[src/rtl/ptw_pkg.sv]
package ptw_pkg;
  localparam int VA_W     = 32;
  localparam int FRAME_W  = 20;
  localparam int IDX_W    = 10;
  localparam int OFF_W    = 12;
  localparam int BIT_RD   = 31;
  localparam int BIT_WR   = 30;
  localparam int BIT_NEXT = 28;

  typedef enum logic [1:0] {
    CFG_ENABLE   = 2'd0,
    CFG_ASID_SEL = 2'd1,
    CFG_BASE     = 2'd2,
    CFG_NONE     = 2'd3
  } cfg_addr_e;

  typedef struct packed {
    logic               rd;
    logic               wr;
    logic [FRAME_W-1:0] frame;
  } base_t;

  typedef enum logic [1:0] {
    ST_IDLE = 2'd0,
    ST_DIR  = 2'd1,
    ST_TBL  = 2'd2,
    ST_RSP  = 2'd3
  } state_e;
endpackage

[src/rtl/ptw_cfg_regs.sv]
module ptw_cfg_regs
  import ptw_pkg::*;
#(
  parameter int ASID_W = 7
) (
  input  logic              clk_i,
  input  logic              rst_ni,
  input  logic              cfg_we_i,
  input  logic [1:0]        cfg_addr_i,
  input  logic [31:0]       cfg_wdata_i,
  input  logic [ASID_W-1:0] rd_asid_i,
  output logic              en_o,
  output base_t             rd_base_o
);
  localparam int NUM_ASID = 1 << ASID_W;

  logic              en_q;
  logic [ASID_W-1:0] sel_q;
  base_t             tbl_q [NUM_ASID];
  logic              base_we;
  logic              unused_wdata;

  assign unused_wdata = ^cfg_wdata_i[29:FRAME_W];
  assign base_we = cfg_we_i && (cfg_addr_e'(cfg_addr_i) == CFG_BASE);

  always_ff @(posedge clk_i or negedge rst_ni) begin
    if (!rst_ni) begin
      en_q  <= 1'b0;
      sel_q <= '0;
    end else if (cfg_we_i) begin
      case (cfg_addr_e'(cfg_addr_i))
        CFG_ENABLE:   en_q  <= cfg_wdata_i[0];
        CFG_ASID_SEL: sel_q <= cfg_wdata_i[ASID_W-1:0];
        default: ;
      endcase
    end
  end

  for (genvar g = 0; g < NUM_ASID; g++) begin : g_base
    always_ff @(posedge clk_i or negedge rst_ni) begin
      if (!rst_ni) begin
        tbl_q[g] <= '0;
      end else if (base_we && (sel_q == ASID_W'(g))) begin
        tbl_q[g] <= '{rd: cfg_wdata_i[BIT_RD], wr: cfg_wdata_i[BIT_WR],
                      frame: cfg_wdata_i[FRAME_W-1:0]};
      end
    end
  end

  assign en_o      = en_q;
  assign rd_base_o = tbl_q[rd_asid_i];
endmodule

[src/rtl/ptw_entry_check.sv]
module ptw_entry_check #(
  parameter bit NEEDS_NEXT = 1'b0
) (
  input  logic rd_i,
  input  logic wr_i,
  input  logic next_i,
  input  logic need_wr_i,
  output logic ok_o
);
  logic perm_ok;
  assign perm_ok = need_wr_i ? wr_i : rd_i;

  if (NEEDS_NEXT) begin : g_dir
    assign ok_o = perm_ok && next_i;
  end else begin : g_leaf
    logic unused_next;
    assign unused_next = next_i;
    assign ok_o = perm_ok;
  end
endmodule

[src/rtl/two_level_walker.sv]
module two_level_walker
  import ptw_pkg::*;
#(
  parameter int ASID_W = 7
) (
  input  logic              clk_i,
  input  logic              rst_ni,
  input  logic              cfg_we_i,
  input  logic [1:0]        cfg_addr_i,
  input  logic [31:0]       cfg_wdata_i,
  input  logic              req_valid_i,
  output logic              req_ready_o,
  input  logic [ASID_W-1:0] req_asid_i,
  input  logic [VA_W-1:0]   req_va_i,
  input  logic              req_write_i,
  output logic              mem_req_o,
  output logic [31:0]       mem_addr_o,
  input  logic              mem_rvalid_i,
  input  logic [31:0]       mem_rdata_i,
  output logic              rsp_valid_o,
  output logic              rsp_fault_o,
  output logic [VA_W-1:0]   rsp_pa_o
);
  localparam int TBL_LSB = OFF_W;
  localparam int DIR_LSB = OFF_W + IDX_W;

  state_e             state_q;
  logic [VA_W-1:0]    va_q;
  logic               wr_q;
  logic [FRAME_W-1:0] frame_q;
  logic               fault_q;
  logic [VA_W-1:0]    pa_q;
  logic               en_q;
  base_t              base;
  logic               base_ok, dir_ok, tbl_ok, accept;
  logic [IDX_W-1:0]   idx;
  logic               unused_rdata;

  assign unused_rdata = ^{mem_rdata_i[29], mem_rdata_i[27:FRAME_W]};

  ptw_cfg_regs #(.ASID_W(ASID_W)) u_cfg (
    .clk_i, .rst_ni, .cfg_we_i, .cfg_addr_i, .cfg_wdata_i,
    .rd_asid_i(req_asid_i), .en_o(en_q), .rd_base_o(base)
  );

  ptw_entry_check #(.NEEDS_NEXT(1'b0)) u_chk_base (
    .rd_i(base.rd), .wr_i(base.wr), .next_i(1'b0),
    .need_wr_i(req_write_i), .ok_o(base_ok)
  );
  ptw_entry_check #(.NEEDS_NEXT(1'b1)) u_chk_dir (
    .rd_i(mem_rdata_i[BIT_RD]), .wr_i(mem_rdata_i[BIT_WR]),
    .next_i(mem_rdata_i[BIT_NEXT]), .need_wr_i(wr_q), .ok_o(dir_ok)
  );
  ptw_entry_check #(.NEEDS_NEXT(1'b0)) u_chk_tbl (
    .rd_i(mem_rdata_i[BIT_RD]), .wr_i(mem_rdata_i[BIT_WR]),
    .next_i(mem_rdata_i[BIT_NEXT]), .need_wr_i(wr_q), .ok_o(tbl_ok)
  );

  assign accept = req_valid_i && (state_q == ST_IDLE);

  always_ff @(posedge clk_i or negedge rst_ni) begin
    if (!rst_ni) begin
      state_q <= ST_IDLE;
      va_q    <= '0;
      wr_q    <= 1'b0;
      frame_q <= '0;
      fault_q <= 1'b0;
      pa_q    <= '0;
    end else begin
      case (state_q)
        ST_IDLE: if (accept) begin
          va_q <= req_va_i;
          wr_q <= req_write_i;
          if (!en_q) begin
            fault_q <= 1'b0;
            pa_q    <= req_va_i;
            state_q <= ST_RSP;
          end else if (!base_ok) begin
            fault_q <= 1'b1;
            pa_q    <= '0;
            state_q <= ST_RSP;
          end else begin
            frame_q <= base.frame;
            state_q <= ST_DIR;
          end
        end
        ST_DIR: if (mem_rvalid_i) begin
          if (dir_ok) begin
            frame_q <= mem_rdata_i[FRAME_W-1:0];
            state_q <= ST_TBL;
          end else begin
            fault_q <= 1'b1;
            pa_q    <= '0;
            state_q <= ST_RSP;
          end
        end
        ST_TBL: if (mem_rvalid_i) begin
          fault_q <= !tbl_ok;
          pa_q    <= tbl_ok ? {mem_rdata_i[FRAME_W-1:0], va_q[OFF_W-1:0]} : '0;
          state_q <= ST_RSP;
        end
        default: state_q <= ST_IDLE;
      endcase
    end
  end

  assign idx         = (state_q == ST_DIR) ? va_q[DIR_LSB +: IDX_W] : va_q[TBL_LSB +: IDX_W];
  assign mem_addr_o  = {frame_q, idx, 2'b00};
  assign mem_req_o   = (state_q == ST_DIR) || (state_q == ST_TBL);
  assign req_ready_o = (state_q == ST_IDLE);
  assign rsp_valid_o = (state_q == ST_RSP);
  assign rsp_fault_o = fault_q;
  assign rsp_pa_o    = pa_q;
endmodule

[config.mk]
export PLATFORM = sky130hd
export DESIGN_NAME = two_level_walker
export DESIGN_NICKNAME = d
export VERILOG_FILES = /design/src/rtl/ptw_pkg.sv /design/src/rtl/ptw_cfg_regs.sv /design/src/rtl/ptw_entry_check.sv /design/src/rtl/two_level_walker.sv
export SDC_FILE = /design/constraint.sdc
export NUM_CORES = 2
export LEC_CHECK = 0
export CAP_MARGIN = 10
export CELL_PAD_IN_SITES_DETAIL_PLACEMENT = 1
export CELL_PAD_IN_SITES_GLOBAL_PLACEMENT = 1
export CORE_AREA = 2 2 551 553
export CTS_CLUSTER_DIAMETER = 80
export DETAILED_ROUTE_END_ITERATION = 7
export DIE_AREA = 0 0 553 555
export DONT_BUFFER_PORTS = 1
export MAX_ROUTING_LAYER = met4
export PLACE_DENSITY_LB_ADDON = 0.1
export SYNTH_ARGS = -nofsm -noshare
export SYNTH_HDL_FRONTEND = slang
export SYNTH_SLANG_ARGS = --single-unit
[constraint.sdc]
create_clock -name clk_i -period 2.31 [get_ports clk_i]
set_input_delay 0.462 -clock clk_i [delete_from_list [all_inputs] [get_ports clk_i]]
set_output_delay 0.462 -clock clk_i [all_outputs]
set_load 0.05 [all_outputs]
# ---- After elaboration in Yosys (flattened, before gate mapping)
# Cells that the tools add are included.
dict set report word_totals {
  out_inout_bits 68
  reg_bits 2912
  elab_cells 712
}
dict set report classes {
  n_bitwise 1
  reduce_logical 144
  n_eq_ne 140
  n_lt_le_gt_ge 1
  n_mux 34
}
# cell count
set op_table {}
lappend op_table {{7-bit equality test (second input constant)} 64}
lappend op_table {{7-bit by 6-bit equality test with 1-bit output (second input constant)} 32}
lappend op_table {{32-bit two-way mux} 7}
lappend op_table {{22-bit binary-select mux with 7-bit select} 1}
lappend op_table {{1-bit logical AND} 131}
lappend op_table {{7-bit by 5-bit equality test with 1-bit output (second input constant)} 16}
lappend op_table {{20-bit two-way mux} 5}
lappend op_table {{32-bit one-hot mux with 3 select lines} 1}
lappend op_table {{7-bit by 4-bit equality test with 1-bit output (second input constant)} 8}
lappend op_table {{22-bit two-way mux} 2}
lappend op_table {{20-bit one-hot mux with 2 select lines} 1}
lappend op_table {{7-bit by 3-bit equality test with 1-bit output (second input constant)} 4}
lappend op_table {{7-bit by 2-bit equality test with 1-bit output (second input constant)} 2}
lappend op_table {{6-bit AND reduction} 2}
lappend op_table {{10-bit two-way mux} 1}
lappend op_table {{2-bit two-way mux} 5}
lappend op_table {{1-bit two-way mux} 9}
lappend op_table {{8-bit greater-or-equal comparator (second input constant)} 1}
lappend op_table {{2-bit inequality test (second input constant)} 4}
lappend op_table {{7-bit inverter with 8-bit output} 1}
lappend op_table {{7-bit by 1-bit equality test with 1-bit output (second input constant)} 1}
lappend op_table {{7-bit zero test} 1}
lappend op_table {{2-bit equality test (second input constant)} 3}
lappend op_table {{2-bit by 1-bit inequality test with 1-bit output (second input constant)} 3}
lappend op_table {{11 further kinds} 15}

# ---- Depth between registers and ports, before layout
dict set report logic_depth {
  ltp_word 9
  depth_mapped 13
}

# ---- Hierarchy
# A second synthesis with hierarchy kept.
dict set report hier_totals {
  cells_unflattened 7848
  area_unflattened_um2 131523.6
}
# module instances cells_each area_per_inst_um2 seq_area_each_um2
set modules_own_cells {}
lappend modules_own_cells {ptw_cfg_regs 1 7555 127318.4 70667.8}
lappend modules_own_cells {two_level_walker 1 289 4159.0 2202.1}
lappend modules_own_cells {{ptw_entry_check (u_chk_base ...)} 2 1 15.0 0.0}
lappend modules_own_cells {{ptw_entry_check (u_chk_dir)} 1 2 16.3 0.0}

# ---- Worst setup path after synthesis
# Ideal clock, no wire load.
dict set report synth_timing {
  path_kind {in2reg}
  start {input port req_asid_i[1]}
  end {register frame_q[9]}
  setup_ps 125
  stages 12
  n_path_buf 5
  path_slack_ps -898
  t_arrival_ps 3083
  required_time_ps 2185
  path_cell_list {buf_4 buf_2 buf_2 buf_2 clkbuf_1 mux4_2 mux4_2 a22oi_1 nand2_1 a21oi_1 o21ai_0 mux2_2}
}
dict set report synth_between {
  elab_chain_len 8
  elab_cells_between_ends 11
}
# element line_no
set synth_rtl {}
lappend synth_rtl {{from (decl)} two_level_walker.sv:13} ;# input logic [ASID_W-1:0] req_asid_i,
lappend synth_rtl {{7-bit inverter with 8-bit output (not written as such) (*)} ptw_cfg_regs.sv:51} ;# assign rd_base_o = tbl_q[rd_asid_i];
lappend synth_rtl {{22-bit binary-select mux with 7-bit select (*)} ptw_cfg_regs.sv:51}
lappend synth_rtl {{22-bit two-way mux (not written as such) (*) (2 in a row)} ptw_cfg_regs.sv:51}
lappend synth_rtl {{20-bit two-way mux} two_level_walker.sv:78} ;# end else if (!base_ok) begin
lappend synth_rtl {{20-bit two-way mux} two_level_walker.sv:74} ;# if (!en_q) begin
lappend synth_rtl {{20-bit two-way mux} two_level_walker.sv:71} ;# ST_IDLE: if (accept) begin
lappend synth_rtl {{20-bit one-hot mux with 2 select lines} two_level_walker.sv:70} ;# case (state_q)
lappend synth_rtl {{to (signal assigned)} two_level_walker.sv:83} ;# frame_q <= base.frame;
lappend synth_rtl {{to (signal assigned)} two_level_walker.sv:89} ;# frame_q <= mem_rdata_i[FRAME_W-1:0];
lappend synth_rtl {{to (decl)} two_level_walker.sv:30} ;# logic [FRAME_W-1:0] frame_q;
# Mark *: on every way between the ends. The rest lies on a longest branch, timed or not. The select of a mux whose other input is x is not followed.
# A chain may end at the register's enable or synchronous reset.

# ---- Worst setup path after layout
dict set report layout_timing {
  start {input port req_asid_i[1]}
  end {register pa_q[28], in the netlist rsp_pa_o[28]}
}
dict set report layout_between {
  elab_chain_len 7
}
# element line_no
set layout_rtl {}
lappend layout_rtl {{7-bit inverter with 8-bit output (not written as such)} ptw_cfg_regs.sv:51}
lappend layout_rtl {{22-bit binary-select mux with 7-bit select} ptw_cfg_regs.sv:51}
lappend layout_rtl {{22-bit two-way mux (not written as such) (2 in a row)} ptw_cfg_regs.sv:51}
lappend layout_rtl {{1-bit two-way mux} ptw_entry_check.sv:11} ;# assign perm_ok = need_wr_i ? wr_i : rd_i;
lappend layout_rtl {{3-bit inequality test (no source line)} n/a}
lappend layout_rtl {{6-bit AND reduction (no source line)} n/a}
lappend layout_rtl {{to (signal assigned)} two_level_walker.sv:76} ;# pa_q <= req_va_i;
lappend layout_rtl {{to (signal assigned)} two_level_walker.sv:99} ;# pa_q <= tbl_ok ? {mem_rdata_i[FRAME_W-1:0], va_q[OFF_W-1:0]} : '0;
lappend layout_rtl {{to (decl)} two_level_walker.sv:32} ;# logic [VA_W-1:0] pa_q;
# Every way passes these cells. The select of a mux whose other input is x is not followed.

==> impl_metrics.toml <==
[synth]
synthesis.yosys.warnings = 0
synth.distinct_cells = 51
number_of_synthesized_register_bits = 2912
postSynth.asyncResetShare_pct = 100
synth.yosys.seq_area_share_pct = 55.3
synth_enable_flop_cells = 0
syn_avg_cell_area_um2 = 16.3
netlist_instances = 8063
post_synthesis_cell_area_um2 = 132000
yosys_most_used_dff = "dfrtp_1"

[grt]
grt_remaining_overflow = 0
grt_start_max_net_pins = 705
globalRouteTotalUtil_pct = 27.3
grt_antenna_before_repair = 15
number_of_global_route_vias_before_repair = 81800
grt_pass1_wl_mm = 595

[routing]
met2RoutedLength_mm = 197
routedLengthMet1_mm = 181
first_iter_violations = 5545
detail_route.wl_per_cell_um = 33.0
drt-vias-per-instance = 6.05
drt_pre_antenna_iters = 7
final_antenna_net_count = 0
detailroute.wirelength.met3_mm = 15.6
num_vias = 74400
drc_errors = 0
finalWirelength_mm = 406
top_layer_used = "met4"

[power_and_ir_drop]
pwr_density_cell_nw_per_um2 = 829
power_w = 0.126
p_leak_nw = 72.2
vdd_ir_drop_max_uv = 597

[clocking]
cts_tree = "done"
tritoncts_num_sinks = 2912
clk_pin_slew_ns = 0.06
worst_skew_pair.late_latency_ns = 0.95
cts-root-buf = "clkbuf_16"
clock_tree.htree_level_count = 5
clk_path_buf_depth = 4
cts_inserted_buffers = 329

[setup_path]
worst_setup_path_startpoint = "req_asid_i[1]"
critPathArrivalTime_ns = 5.68
reg2reg_depth = 11
worst-setup-path-type = "primary input to flip-flop"
worst_path_largest_cell_delay_ns = 1.63
regToRegEndpoint = "rsp_pa_o[28]"
cp_max_fo = 704
startpoint_type_of_the_worst_setup_path = "primary input"
crit-reg2reg-launch = "u_cfg.tbl_q[2484]"
worst_setup_endpoint = "rsp_pa_o[28]"
critical_path_required_ns = 3.11
rrSetupSlack_ns = -0.80
timing.critical_path.cells = "mux4_2, mux2_2, a22oi_2, a22oi_2, nand4_1, o41ai_4, buf_12, a21oi_4, buf_12, buf_6, mux2_2"
worst_path_max_delay_cell = "mux4_2"
endpoint_kind = "flip-flop"

[sta]
final_max_slew_violation_count = 507
fin_worst_skew_ns = 0.0649
number_of_failing_hold_endpoints_at_the_final_stage = 390
final.period_utilization_pct = 211
tightestPinTransition_ns = 3.73
finalHoldWorstSlack_ns = -0.616
grt_setup_unrepaired = "true"
final.min_clock_period_ns = 4.88
slew-limit-headroom_pct = -149
setup_viol = 66
setup_ws_ns = -2.57
fmax_ghz = 0.205

[run_status]
failed_checks = "hold timing, slew limit, setup timing"
run_status = "finished, violations left"

[floorplan]
placementRows = 202
core-area_um2 = 301000
start_util_pct = 43.8
chipWidth_um = 553
ios = 179
dieHeight_um = 555
die_area_um2 = 307000

[finish]
multi_input_area_um2 = 55900
synthToLayoutAreaGrowth_pct = 15.2
post_route_cells_drive_above_1_share_pct = 57.6
utilization_pct = 50.4
fillCellCount = 27600
layout_common_cells = "2911 x mux2_2, 2911 x dfrtp_1, 858 x mux4_2, 348 x clkbuf_16, 165 x buf_12"
finalNetCount = 8151
register_cell_area_after_layout_um2 = 72900

[worst_hold_path]
worst_hold_path_type = "primary input to async pin"

[place]
gpl.final_weighted_congestion = 0.805
dp_hpwl_mm = 211
dp_slack_ns = -3.14
buffer_ports.inserted = 0

[flow_run]
maxCapViolCount = 0
==> kinds of logic after synthesis <==
group | synth area share (%)
AOI/OAI and AO/OA | 1.09
adders and majority gates | 0.0475
buffers and inverters | 2.71
DFF | 55.3
muxes | 39.9
other | 0.00284
and+or+nand+nor | 1.00
==> critical path, delay by kind of cell <==
family	cells	cell delay, ns
AOI/OAI and AO/OA	4	0.72
buffers and inverters	3	0.48
muxes	3	2.29
and+or+nand+nor	1	0.17
==> timing repair <==
action                                  CTS  global route
setup endpoints to repair              1687           539
buffers inserted                          2            11
gates cloned                             19            10
endpoints found under the hold margin  3301           390
hold buffers                             86             1
pin swaps                                 6             5
gates resized for setup                  29            31
==> per-stage QoR <==
step	std cells	setup TNS, ns	instance area (µm²)
after CTS	12200	-47.21	151000
after global routing	12300	-110.22	152000
final	12300	-139.05	152000
after detailed placement	11600	-2612.16	139000
after floorplan	8064	-31.67	133000
after global placement	11600	-2451.09	139000
==> cell type report <==
| class | count | area share, % |
|---|---|---|
| flip-flops and latches | 2912 | 48.0 |
| diodes | 26 | 0.0428 |
| well taps | 3978 | 3.28 |
| repair buffers | 467 | 4.80 |
| inverters | 8 | 0.0198 |
| clock buffers | 500 | 6.47 |
| multi-input cells | 4317 | 36.8 |
| clock inverters | 83 | 0.605 |
==> flip-flops by register name, summed over array words and instances, names as in the netlist <==
signal	flops
rsp_pa_o	32
u_cfg.sel_q	7
va_q	32
state_q	2
u_cfg.tbl_q	2816
u_cfg.en_o	1
wr_q	1
rsp_fault_o	1
frame_q	20
==> worst min path at each step <==
| stage | from | endpoint | slack, ns | cells past startpoint |
|---|---|---|---|---|
| after CTS | rst_ni | u_cfg.tbl_q[648] | -0.81 | 0 |
| after global placement | rst_ni | u_cfg.tbl_q[230] | 0.17 | 0 |
| after detailed placement | rst_ni | u_cfg.tbl_q[648] | 0.17 | 0 |
| after floorplan | rst_ni | frame_q[0] | 0.17 | 0 |
| final | rst_ni | u_cfg.tbl_q[626] | -0.62 | 1 |
| after global routing | rst_ni | u_cfg.tbl_q[648] | -0.67 | 1 |
==> routing by layer <==
layer | global-route usage [%] | vias to the layer above
met3 | 3.18 | 599
met1 | 37.1 | 42100
met5 | - | -
met2 | 43.8 | 1537
met4 | 7.34 | 0
li1 | - | 30100
==> where the power goes <==
| group | total [W] | switching (W) | leakage (nW) | internal [W] |
|---|---|---|---|---|
| Clock | 0.0523 | 0.0216 | 5.29 | 0.0307 |
| Sequential | 0.0586 | 0.00365 | 40.3 | 0.0550 |
| Combinational | 0.0150 | 0.00712 | 26.6 | 0.00786 |
==> synthesized netlist by cell type (2+ instances only) <==
cell type	instances	area, µm²
mux2_2	2923	32900
dfrtp_1	2912	72900
mux4_2	857	19300
clkbuf_1	533	2000
buf_1	184	691
nand2_1	123	462
nor2_1	93	349
a22oi_1	79	593
buf_2	52	260
a21oi_1	41	205
buf_6	39	439
a22o_1	34	298
o21ai_0	27	135
mux2i_1	23	230
buf_4	18	135
nand3_1	16	80.1
nand4_1	12	75.1
nor2b_1	11	68.8
inv_1	7	26.3
nor3_1	7	35.0
a31oi_1	5	31.3
ha_1	5	62.6
nand2b_1	5	31.3
nand3b_1	5	37.5
nor3b_1	5	37.5
mux4_1	4	105
o211ai_1	4	30.0
o22ai_1	4	25.0
or3b_2	4	35.0
and3_1	3	18.8
nand4b_1	3	26.3
or2_2	3	18.8
a2111oi_0	2	17.5
and3b_1	2	17.5
o31a_1	2	17.5
No activity file was read; power rests on OpenSTA's default activity.
